**config.mk**
```make
export PLATFORM = sky130hd
export DESIGN_NAME = radd_unit
export DESIGN_NICKNAME = d
export VERILOG_FILES = /design/src/rtl/radd_pkg.sv /design/src/rtl/radd_decode.sv /design/src/rtl/radd_adder.sv /design/src/rtl/radd_seq.sv /design/src/rtl/radd_unit.sv
export SDC_FILE = /design/constraint.sdc
export NUM_CORES = 1
export LEC_CHECK = 0
export ABC_AREA = 1
export BUFFER_PORTS_ARGS = -buffer_cell sky130_fd_sc_hd__buf_4
export CAP_MARGIN = 20
export CORE_AREA = 2 2 130 132
export CTS_CLUSTER_SIZE = 30
export DETAILED_ROUTE_END_ITERATION = 16
export DIE_AREA = 0 0 132 134
export PLACE_DENSITY = 0.71
export SLEW_MARGIN = 20
export SYNTH_ARGS = -nofsm -noshare
export SYNTH_HDL_FRONTEND = slang
export SYNTH_SLANG_ARGS = --single-unit
```
**constraint.sdc**
```tcl
create_clock -name clk -period 4.4 [get_ports clk]
set_clock_uncertainty 0.2 [all_clocks]
set_input_delay 0 -clock clk [delete_from_list [all_inputs] [get_ports clk]]
set_output_delay 0 -clock clk [all_outputs]
set_load 0.02 [all_outputs]
```
**src/rtl/radd_pkg.sv**
```systemverilog
package radd_pkg;

  localparam logic [3:0] OPC_RADD = 4'b0011;

  typedef enum logic [2:0] {
    SEL_A = 3'd0,
    SEL_B = 3'd1,
    SEL_R = 3'd2,
    SEL_S = 3'd3,
    SEL_T = 3'd4
  } src_sel_e;

  typedef enum logic [2:0] {
    ST_IDLE,
    ST_FETCH,
    ST_EXEC,
    ST_STALL,
    ST_DONE
  } seq_state_e;

  function automatic logic is_narrow(input logic [2:0] code);
    return (code == SEL_A) || (code == SEL_B);
  endfunction

  function automatic logic is_wide(input logic [2:0] code);
    return (code == SEL_R) || (code == SEL_S) || (code == SEL_T);
  endfunction

endpackage

```
**src/rtl/radd_decode.sv**
```systemverilog
module radd_decode
  import radd_pkg::*;
#(
  parameter int ADDR_W = 9,
  parameter int CTRL_W = 29,
  parameter int SEL_W  = 3
) (
  input  logic [31:0]       prog_word,
  input  logic [31:0]       ctrl_word,
  output logic [ADDR_W-1:0] remote_addr,
  output logic [ADDR_W-1:0] next_addr,
  output logic              brk_flag,
  output logic              opc_match,
  output logic [SEL_W-1:0]  sel_code,
  output logic [CTRL_W-1:0] imm_ctrl
);
  localparam int OPC_LO  = ADDR_W;
  localparam int OPC_HI  = ADDR_W + 3;
  localparam int NEXT_LO = ADDR_W + 4;
  localparam int NEXT_HI = 2 * ADDR_W + 3;
  localparam int BRK_BIT = 2 * ADDR_W + 4;

  always_comb begin
    remote_addr = prog_word[ADDR_W-1:0];
    next_addr   = prog_word[NEXT_HI:NEXT_LO];
    brk_flag    = prog_word[BRK_BIT];
    opc_match   = (prog_word[OPC_HI:OPC_LO] == OPC_RADD);
    sel_code    = ctrl_word[SEL_W-1:0];
    imm_ctrl    = ctrl_word[CTRL_W-1:0];
  end

endmodule

```
**src/rtl/radd_adder.sv**
```systemverilog
module radd_adder
  import radd_pkg::*;
#(
  parameter int DATA_W = 25,
  parameter int HR_W   = 7,
  localparam int WORD_W = DATA_W + HR_W
) (
  input  logic [2:0]        sel_code,
  input  logic [WORD_W-1:0] imm_word,
  input  logic [DATA_W-1:0] reg_a,
  input  logic [DATA_W-1:0] reg_b,
  input  logic [WORD_W-1:0] reg_r,
  input  logic [WORD_W-1:0] reg_s,
  input  logic [WORD_W-1:0] reg_t,
  output logic [WORD_W-1:0] sum_word
);
  logic [DATA_W-1:0] narrow_op;
  logic [WORD_W-1:0] wide_op;
  logic [DATA_W-1:0] narrow_sum;
  logic [WORD_W-1:0] wide_sum;

  always_comb begin
    narrow_op = '0;
    wide_op   = '0;
    unique case (sel_code)
      SEL_A:   narrow_op = reg_a;
      SEL_B:   narrow_op = reg_b;
      SEL_R:   wide_op   = reg_r;
      SEL_S:   wide_op   = reg_s;
      SEL_T:   wide_op   = reg_t;
      default: wide_op   = '0;
    endcase
  end

  always_comb begin
    narrow_sum = imm_word[WORD_W-1:HR_W] + narrow_op;
    wide_sum   = imm_word + wide_op;
    if (is_narrow(sel_code)) sum_word = {narrow_sum, imm_word[HR_W-1:0]};
    else                     sum_word = wide_sum;
  end

endmodule

```
**src/rtl/radd_seq.sv**
```systemverilog
module radd_seq
  import radd_pkg::*;
#(
  parameter int ADDR_W = 9
) (
  input  logic              clk,
  input  logic              rst,
  input  logic              start,
  input  logic [ADDR_W-1:0] pc,
  input  logic              opc_match,
  input  logic [ADDR_W-1:0] remote_addr,
  input  logic [ADDR_W-1:0] next_dec,
  input  logic              brk_dec,
  output logic              mem_rd,
  output logic              mem_wr,
  output logic [ADDR_W-1:0] mem_addr,
  output logic              done,
  output logic [ADDR_W-1:0] next_addr,
  output logic              brk
);
  seq_state_e        state;
  logic [ADDR_W-1:0] pc_q;
  logic [ADDR_W-1:0] next_q;
  logic              brk_q;
  logic              hazard;

  assign hazard = opc_match && (remote_addr == next_dec);

  always_ff @(posedge clk) begin
    if (rst) begin
      state  <= ST_IDLE;
      pc_q   <= '0;
      next_q <= '0;
      brk_q  <= 1'b0;
    end else begin
      unique case (state)
        ST_IDLE: if (start) begin
          pc_q  <= pc;
          state <= ST_FETCH;
        end
        ST_FETCH: state <= ST_EXEC;
        ST_EXEC: begin
          next_q <= next_dec;
          brk_q  <= brk_dec;
          state  <= hazard ? ST_STALL : ST_DONE;
        end
        ST_STALL: state <= ST_DONE;
        ST_DONE:  state <= ST_IDLE;
        default:  state <= ST_IDLE;
      endcase
    end
  end

  always_comb begin
    mem_rd    = (state == ST_FETCH);
    mem_wr    = (state == ST_EXEC) && opc_match;
    mem_addr  = (state == ST_FETCH) ? pc_q : remote_addr;
    done      = (state == ST_DONE);
    next_addr = next_q;
    brk       = brk_q;
  end

  AST_DONE_ONE_SHOT: assert property (@(posedge clk) disable iff (rst)
    done |=> !done);
  AST_PLAIN_LATENCY: assert property (@(posedge clk) disable iff (rst)
    (state == ST_EXEC && !hazard) |=> done);
  AST_HAZARD_STALL: assert property (@(posedge clk) disable iff (rst)
    (state == ST_EXEC && hazard) |=> !done ##1 done);
  AST_BUSY_START: assert property (@(posedge clk) disable iff (rst)
    (start && state != ST_IDLE) |=> state != ST_FETCH);
  AST_PORT_EXCL: assert property (@(posedge clk) disable iff (rst)
    mem_wr |-> !mem_rd);
  AST_OUT_HOLD: assert property (@(posedge clk) disable iff (rst)
    (state != ST_EXEC) |=> $stable(next_addr) && $stable(brk));

endmodule

```
**src/rtl/radd_unit.sv**
```systemverilog
module radd_unit
  import radd_pkg::*;
#(
  parameter int ADDR_W = 9,
  parameter int DATA_W = 25,
  parameter int HR_W   = 7,
  parameter int CTRL_W = 29,
  localparam int WORD_W = DATA_W + HR_W
) (
  input  logic              clk,
  input  logic              rst,
  input  logic              start,
  input  logic [ADDR_W-1:0] pc,
  input  logic [DATA_W-1:0] reg_a,
  input  logic [DATA_W-1:0] reg_b,
  input  logic [WORD_W-1:0] reg_r,
  input  logic [WORD_W-1:0] reg_s,
  input  logic [WORD_W-1:0] reg_t,
  output logic [ADDR_W-1:0] mem_addr,
  output logic              mem_rd,
  input  logic [31:0]       mem_rprog,
  input  logic [31:0]       mem_rctrl,
  input  logic [WORD_W-1:0] mem_rdata,
  output logic              mem_wr,
  output logic [CTRL_W-1:0] mem_wctrl,
  output logic [WORD_W-1:0] mem_wdata,
  output logic              done,
  output logic [ADDR_W-1:0] next_addr,
  output logic              brk
);
  logic [ADDR_W-1:0] remote_addr;
  logic [ADDR_W-1:0] next_dec;
  logic              brk_dec;
  logic              opc_match;
  logic [2:0]        sel_code;

  radd_decode #(.ADDR_W(ADDR_W), .CTRL_W(CTRL_W), .SEL_W(3)) i_decode (
    .prog_word  (mem_rprog),
    .ctrl_word  (mem_rctrl),
    .remote_addr(remote_addr),
    .next_addr  (next_dec),
    .brk_flag   (brk_dec),
    .opc_match  (opc_match),
    .sel_code   (sel_code),
    .imm_ctrl   (mem_wctrl)
  );

  radd_adder #(.DATA_W(DATA_W), .HR_W(HR_W)) i_adder (
    .sel_code(sel_code),
    .imm_word(mem_rdata),
    .reg_a   (reg_a),
    .reg_b   (reg_b),
    .reg_r   (reg_r),
    .reg_s   (reg_s),
    .reg_t   (reg_t),
    .sum_word(mem_wdata)
  );

  radd_seq #(.ADDR_W(ADDR_W)) i_seq (
    .clk        (clk),
    .rst        (rst),
    .start      (start),
    .pc         (pc),
    .opc_match  (opc_match),
    .remote_addr(remote_addr),
    .next_dec   (next_dec),
    .brk_dec    (brk_dec),
    .mem_rd     (mem_rd),
    .mem_wr     (mem_wr),
    .mem_addr   (mem_addr),
    .done       (done),
    .next_addr  (next_addr),
    .brk        (brk)
  );

  AST_RESET_QUIET: assert property (@(posedge clk)
    rst |=> !done && !mem_wr && !mem_rd && next_addr == '0 && !brk);
  AST_HR_PASS: assert property (@(posedge clk) disable iff (rst)
    (mem_wr && is_narrow(sel_code)) |-> mem_wdata[HR_W-1:0] == mem_rdata[HR_W-1:0]);
  AST_ZERO_OPERAND: assert property (@(posedge clk) disable iff (rst)
    (mem_wr && !is_narrow(sel_code) && !is_wide(sel_code)) |-> mem_wdata == mem_rdata);

endmodule

```
== After elaboration in Yosys (flattened, before gate mapping) ==
Cells that the tools add are included.
Storage, ports and cells
  register bits: 22
  bits of input ports: 254
  output and inout bits: 83
  logic and storage cells: 30
Operators by class
  add/sub/neg operators: 2
  eq/ne operators: 11
  multiplexer cells: 7
  reduce and logical (&&, ||, !) cells: 6
Operator list (count)
  $pmux 32 s3: 1
  $pmux 25 s2: 1
  $add 32x32->32: 1
  $mux 32: 1
  $add 25x25->25: 1
  $eq 3x2->1 const B: 4
  $pmux 3 s4: 1
  $eq 9x9->1: 1
  $mux 9: 1
  $eq 3x1->1 const B: 2
  $eq 3x3->1 const B: 2
  $logic_not 3->1: 2
  $mux 3: 2
  $eq 4x2->1 const B: 1
  $logic_and 1x1->1: 2
  $ne 2x2->1 const B: 1
  $reduce_and 2->1: 1
  $logic_or 1x1->1: 1

== Depth between registers and ports, before layout ==
  word-level depth: 4
  depth in mapped cells: 17
  mapped depth without buffers: 16

== Modules after synthesis ==
A second synthesis with hierarchy kept.
Unflattened totals
  cell total of the unflattened synthesis: 1282
  area total of the unflattened synthesis: 6638.9 µm²
By module, submodules not included
  radd_adder: times used 1, cells an instance 1069, area an instance 5136.2 µm², sequential area each 0.0 µm²
  radd_seq: times used 1, cells an instance 157, area an instance 1098.6 µm², sequential area each 440.4 µm²
  radd_decode: times used 1, cells an instance 56, area an instance 404.1 µm², sequential area each 0.0 µm²

== Worst setup path before layout ==
OpenSTA, ideal clock, no wires.
  kind: input to output
  start: input mem_rctrl[2]
  end: output mem_wdata[8]
  arrival: 2193 ps
  required time: 4200 ps
  path slack: 2007 ps
  cell stages on the path: 13
  buffers on the path: 1
  cells stage by stage: inv_2 nor3_1 clkbuf_1 nand2_1 nand3_1 ha_1 fa_1 nand3_1 nand3_1 nand2_1 nand3_1 xnor2_1 o21ai_0
Between the ends
  longest elaborated chain between the ends: 4
  elaborated cells between the ends (all ways): 11
  classes of those cells: 2 x add/sub; 4 x eq/ne; 3 x mux; 2 x reduce/logical
RTL lines
  start: declaration: line radd_unit.sv:22  | input logic [31:0] mem_rctrl,
  $eq 3x3->1 (tied with other cells): line radd_adder.sv:25  | unique case (sel_code)
  $pmux 32 s3 or $pmux 25 s2 (tied branches): line radd_adder.sv:25
  $add 32x32->32 or $add 25x25->25 (tied branches): line radd_adder.sv:37, radd_adder.sv:36
  $mux 32 (*): line radd_adder.sv:38  | if (is_narrow(sel_code)) sum_word = {narrow_sum, imm_word[HR_W-1:0]};
  end: declaration: line radd_unit.sv:26  | output logic [WORD_W-1:0] mem_wdata,
Every way passes the cells marked *; elsewhere a longest branch is shown, timed or not.

== Worst setup path in the final report ==
  start: input mem_rctrl[2]
  end: output mem_wdata[22]
Same word-level chain as after synthesis.

==> results by stage <==
CTS:
- TritonCTS built the clock tree.
- The clock buffer count from CTS is 3.
- The cell sitting at the root of the clock tree is a sky130_fd_sc_hd__clkbuf_16.
- The clock slew at the register clock pins of the worst setup and hold paths is 60 ps.
- The maximum buffer depth of the clock tree is 2.
- The source-to-sink clock delay at the later pin of the worst-skew pair is 260 ps.
- CTS saw 22 sinks.
- CTS built an H-tree with a depth of 1.
- After clock tree synthesis, the repair step resized 0 gates.

Floorplanning:
- Measured along the x axis, the die boundary spans 132 um.
- The core region area is 16,290 um2.
- The number of primary I/O pins is 337.
- The initialized floorplan defines 47 standard-cell rows.
- The die covers 17,690 um2.
- The chip height is 134 um.
- The initial utilization of the core area, before any placement, comes to 39.32%.

Setup path:
- The worst setup path is captured at an output pin.
- The endpoint identified for the worst register-to-register timing path is i_seq.pc_q[7].
- The critical path in this run is classified as input pin to output pin.
- The slowest cell on the critical path is sky130_fd_sc_hd__nor3_2.
- The largest stage delay on the critical path is 500 ps.
- Walking the worst path, the cells encountered are buf_4 > inv_2 > nor3_2 > buf_4 > nand2_1 > nand3_1 > ha_1 > nand2_1 > inv_1 > nand2_1 > inv_1 > a21oi_1 > nand2_1 > nand2_1 > nand2_1 > nand2_1 > nand3_1 > nand2_1 > buf_4.
- By instance count, the cell type seen most on the critical path is sky130_fd_sc_hd__nand2_1.
- The startpoint identified for the worst register-to-register timing path is i_seq.state[0].
- The number of cells on the worst reg-to-reg path is 7.
- STA puts the critical path data arrival time at 3000 ps.
- At the worst endpoint, the required time is 4200 ps.
- The largest driver fanout on the critical path is 28.
- The startpoint type of the worst setup path is an input pin.
- The setup check on the worst reg-to-reg path leaves a slack of 1850 ps.

Drt:
- The DRC violation total after the first TritonRoute iteration is 636.
- After detailed routing, the average wire length per cell comes to 14.52 um.
- The final wirelength is 25.82 mm.
- For this run, design rule violations remaining after detail routing come to 0.
- Before antenna repair, the detailed router went through 8 iterations.
- The remaining number of nets flagged by the antenna check after routing is 0.
- Using the TritonRoute via totals, the vias-per-cell ratio works out to 5.011.
- Across all layers, the routed design uses 8,909 vias.

Placed design:
- The count of buffers inserted at the top-level ports is 272.
- The post-placement cell count is 1,703.
- The HPWL after detailed placement is 21.00 mm.
- At the end of routability-driven placement, the weighted congestion stood at 0.9854.

Timing:
- The smallest clock period supported by the final layout is computed as 3197 ps.
- In the final timing run, aggregate negative setup slack is 0 ps.
- The maximum clock frequency is 0.3128 GHz.
- The worst path uses 72.67% of the clock period.
- The setup-violating endpoint count in the final report is 0.
- Setup repair after global routing left no endpoint under its margin.
- The relative slew slack is 57.63%.
- The transition time at the pin with the least slew margin is 634.6 ps.
- The count of pins over their slew limit came to 0.
- The final count of hold timing violations is 0.

Synth:
- The sequential fraction of the synthesis area is 6.876%.
- After synthesis, the largest area contributor takes up 31.00% of total cell area.
- In the post-synthesis netlist, the cell with the most instances is sky130_fd_sc_hd__nand2_1.
- In this run, synthesis produced a sequential element count of 22.
- The average footprint of a synthesized cell is 5.095 um2.
- Sorting the synthesized cells by how often they occur yields 529 x sky130_fd_sc_hd__nand2_1, 188 x sky130_fd_sc_hd__inv_1, 112 x sky130_fd_sc_hd__nand3_1, 86 x sky130_fd_sc_hd__nor2_1, 64 x sky130_fd_sc_hd__a21oi_1.
- For this run, asynchronously set or reset flops after synthesis account for 0%.
- The number of different library cells used by synthesis comes to 30.
- For this run, the leading register cell type out of synthesis is sky130_fd_sc_hd__dfxtp_1.
- Synthesis produced 1,257 cells.
- In the post-synthesis netlist, the biggest area contributors are sky130_fd_sc_hd__nand2_1 31%, sky130_fd_sc_hd__inv_1 11%, sky130_fd_sc_hd__ha_1 11%.
- Summed over all instances, the cell type with the most area after synthesis is sky130_fd_sc_hd__nand2_1.
- The Yosys warning count is 0.
- The synthesized netlist occupies a cell area of 6405 um2.
- The number of nets handed over by synthesis was 1,568.
- In this run, synthesis inferred 0 flip-flops with an integrated enable.

Power:
- IR analysis of the VDD net gives a maximum drop of 0.0002016 V.
- Dividing total power by cell area gives a power density of 179.2 nW/um2.
- In this run the static leakage power is 5.329 nW.

Min path:
- In this run the most critical hold path is launched from mem_rprog[8].
- Counting instances, the worst hold path has a depth of 5.
- The worst hold path endpoint is i_seq.state[2].
- The worst hold path class is input pin to flip-flop.

Final layout:
- The area added between synthesis and finish is 45.26%.
- Registers take 440.4 um2.
- For this run, the number of standard cells in the final layout without fillers is 1,778.
- The layout filler cell count is 1,581.
- The antenna cell count is 0.
- In the final design database the tool counted 1,870 nets.
- The share of final-layout standard cells stronger than drive strength 1 is 19.19%.
- The area of combinational cells with multiple inputs is 4935 um2.

GRT:
- For this run, the total global-route usage over all layers was measured as 28.14%.
- The global-route wire length before repair is 40.70 mm.
- The initial antenna violation count is 1.
- Entering global routing, the biggest net connects 38 pins.
- The number of global-route vias before repair is 8,567.
- Global routing finished with a remaining overflow of 0.

Run status:
- The run finished with clean final reports.

Flow run:
- Max-cap violations in this run came to 0.
-- stage by stage --
step / util (%) / hold slack (ps) / total power [W] / setup WS, ps / instance area, um2
2_1_floorplan: - / -121.5 / 0.0008888 / 2007 / 6405
3_3_place_gp: 52.11 / -199.9 / 0.001303 / 1271 / 8488
3_5_place_dp: 52.11 / -199.9 / 0.001312 / 1286 / 8488
4_1_cts: 57.12 / 16.53 / 0.001650 / 1286 / 9304
5_1_grt: 57.12 / 60.96 / 0.001791 / 925.1 / 9304
6_report: 57.12 / 13.31 / 0.001667 / 1203 / 9304
-- logic make-up after synthesis --
| group | count (synthesis) | synth area share, % |
|---|---|---|
| adders and majority gates | 57 | 11.37 |
| DFF | 22 | 6.876 |
| xor gates and xnor gates | 25 | 3.419 |
| buffers and inverters | 248 | 16.35 |
| and+or+nand+nor | 767 | 48.80 |
| AOI/OAI and AO/OA | 138 | 13.19 |
-- placed cells by master (no fill, tap or decap), types with 2 or more instances in the layout --
master,instances
sky130_fd_sc_hd__a32o_1,24
sky130_fd_sc_hd__a31oi_1,2
sky130_fd_sc_hd__nor2_1,85
sky130_fd_sc_hd__fa_1,2
sky130_fd_sc_hd__nand3b_1,8
sky130_fd_sc_hd__xor2_1,6
sky130_fd_sc_hd__and2_1,4
sky130_fd_sc_hd__o21bai_1,4
sky130_fd_sc_hd__o21ai_0,35
sky130_fd_sc_hd__a21oi_1,64
sky130_fd_sc_hd__ha_1,55
sky130_fd_sc_hd__inv_1,188
sky130_fd_sc_hd__inv_2,4
sky130_fd_sc_hd__nor3_2,5
sky130_fd_sc_hd__nand4_1,13
sky130_fd_sc_hd__buf_4,282
sky130_fd_sc_hd__dlygate4sd3_1,71
sky130_fd_sc_hd__nand2_1,529
sky130_fd_sc_hd__nand3_1,112
sky130_fd_sc_hd__or2_2,3
sky130_fd_sc_hd__dfxtp_1,22
sky130_fd_sc_hd__a21o_1,2
sky130_fd_sc_hd__clkbuf_16,3
sky130_fd_sc_hd__xnor2_1,19
sky130_fd_sc_hd__nor3_1,6
sky130_fd_sc_hd__a211oi_1,5
-- per-layer routing --
metal | vias to the layer above | track usage [%] | part of all wire [%]
met5 | - | 0 | 0.050
met4 | 2 | 11.41 | 4.0
met3 | 65 | 3.061 | 6.1
met2 | 378 | 51.71 | 48
met1 | 3894 | 33.34 | 42
li1 | 4570 | - | -
-- where the power goes --
| part | switching (W) | leakage [nW] | internal (W) |
|---|---|---|---|
| Combinational | 0.000682 | 5.10 | 0.000498 |
| Clock | 0.0000798 | 0.0511 | 0.000181 |
| Sequential | 0.00000939 | 0.180 | 0.000216 |
-- sequential cells by signal (all words and copies together), names as in the netlist --
register	cells
i_seq.pc_q	9
i_seq.next_addr	9
i_seq.state	3
i_seq.brk	1
-- timing repair --
action / in CTS / in global routing
hold buffers: 71 / 0
endpoints found under the hold margin: 48 / 0
buffers inserted: 0 / 0
setup endpoints to repair: 0 / 0
-- worst max-delay path by stage --
| stage | startpoint | endpoint | slack, ps | cells past startpoint |
|---|---|---|---|---|
| final | mem_rctrl[2] | mem_wdata[22] | 1200 | 19 |
| after CTS | mem_rctrl[2] | mem_wdata[22] | 1290 | 19 |
| after floorplan | mem_rctrl[2] | mem_wdata[8] | 2010 | 13 |
| after global routing | mem_rctrl[2] | mem_wdata[13] | 930 | 16 |
| after detailed placement | mem_rctrl[2] | mem_wdata[22] | 1290 | 19 |
| after global placement | mem_rctrl[2] | mem_wdata[26] | 1270 | 19 |
-- cell type report --
type | instances | area share, %
well taps | 220 | 2.959
clock inverters | 1 | 0.3228
flip-flops and latches | 22 | 4.734
clock buffers | 3 | 0.8069
repair buffers | 353 | 30.39
multi-input cells | 987 | 53.04
inverters | 192 | 7.746
-- critical path: cells and delay by family --
family                     cells  cell delay, ps
buffers and inverters          6             960
AOI/OAI and AO/OA              1             140
and+or+nand+nor               11            1580
adders and majority gates      1             300
Note: power is estimated with default switching activity, not from simulation.
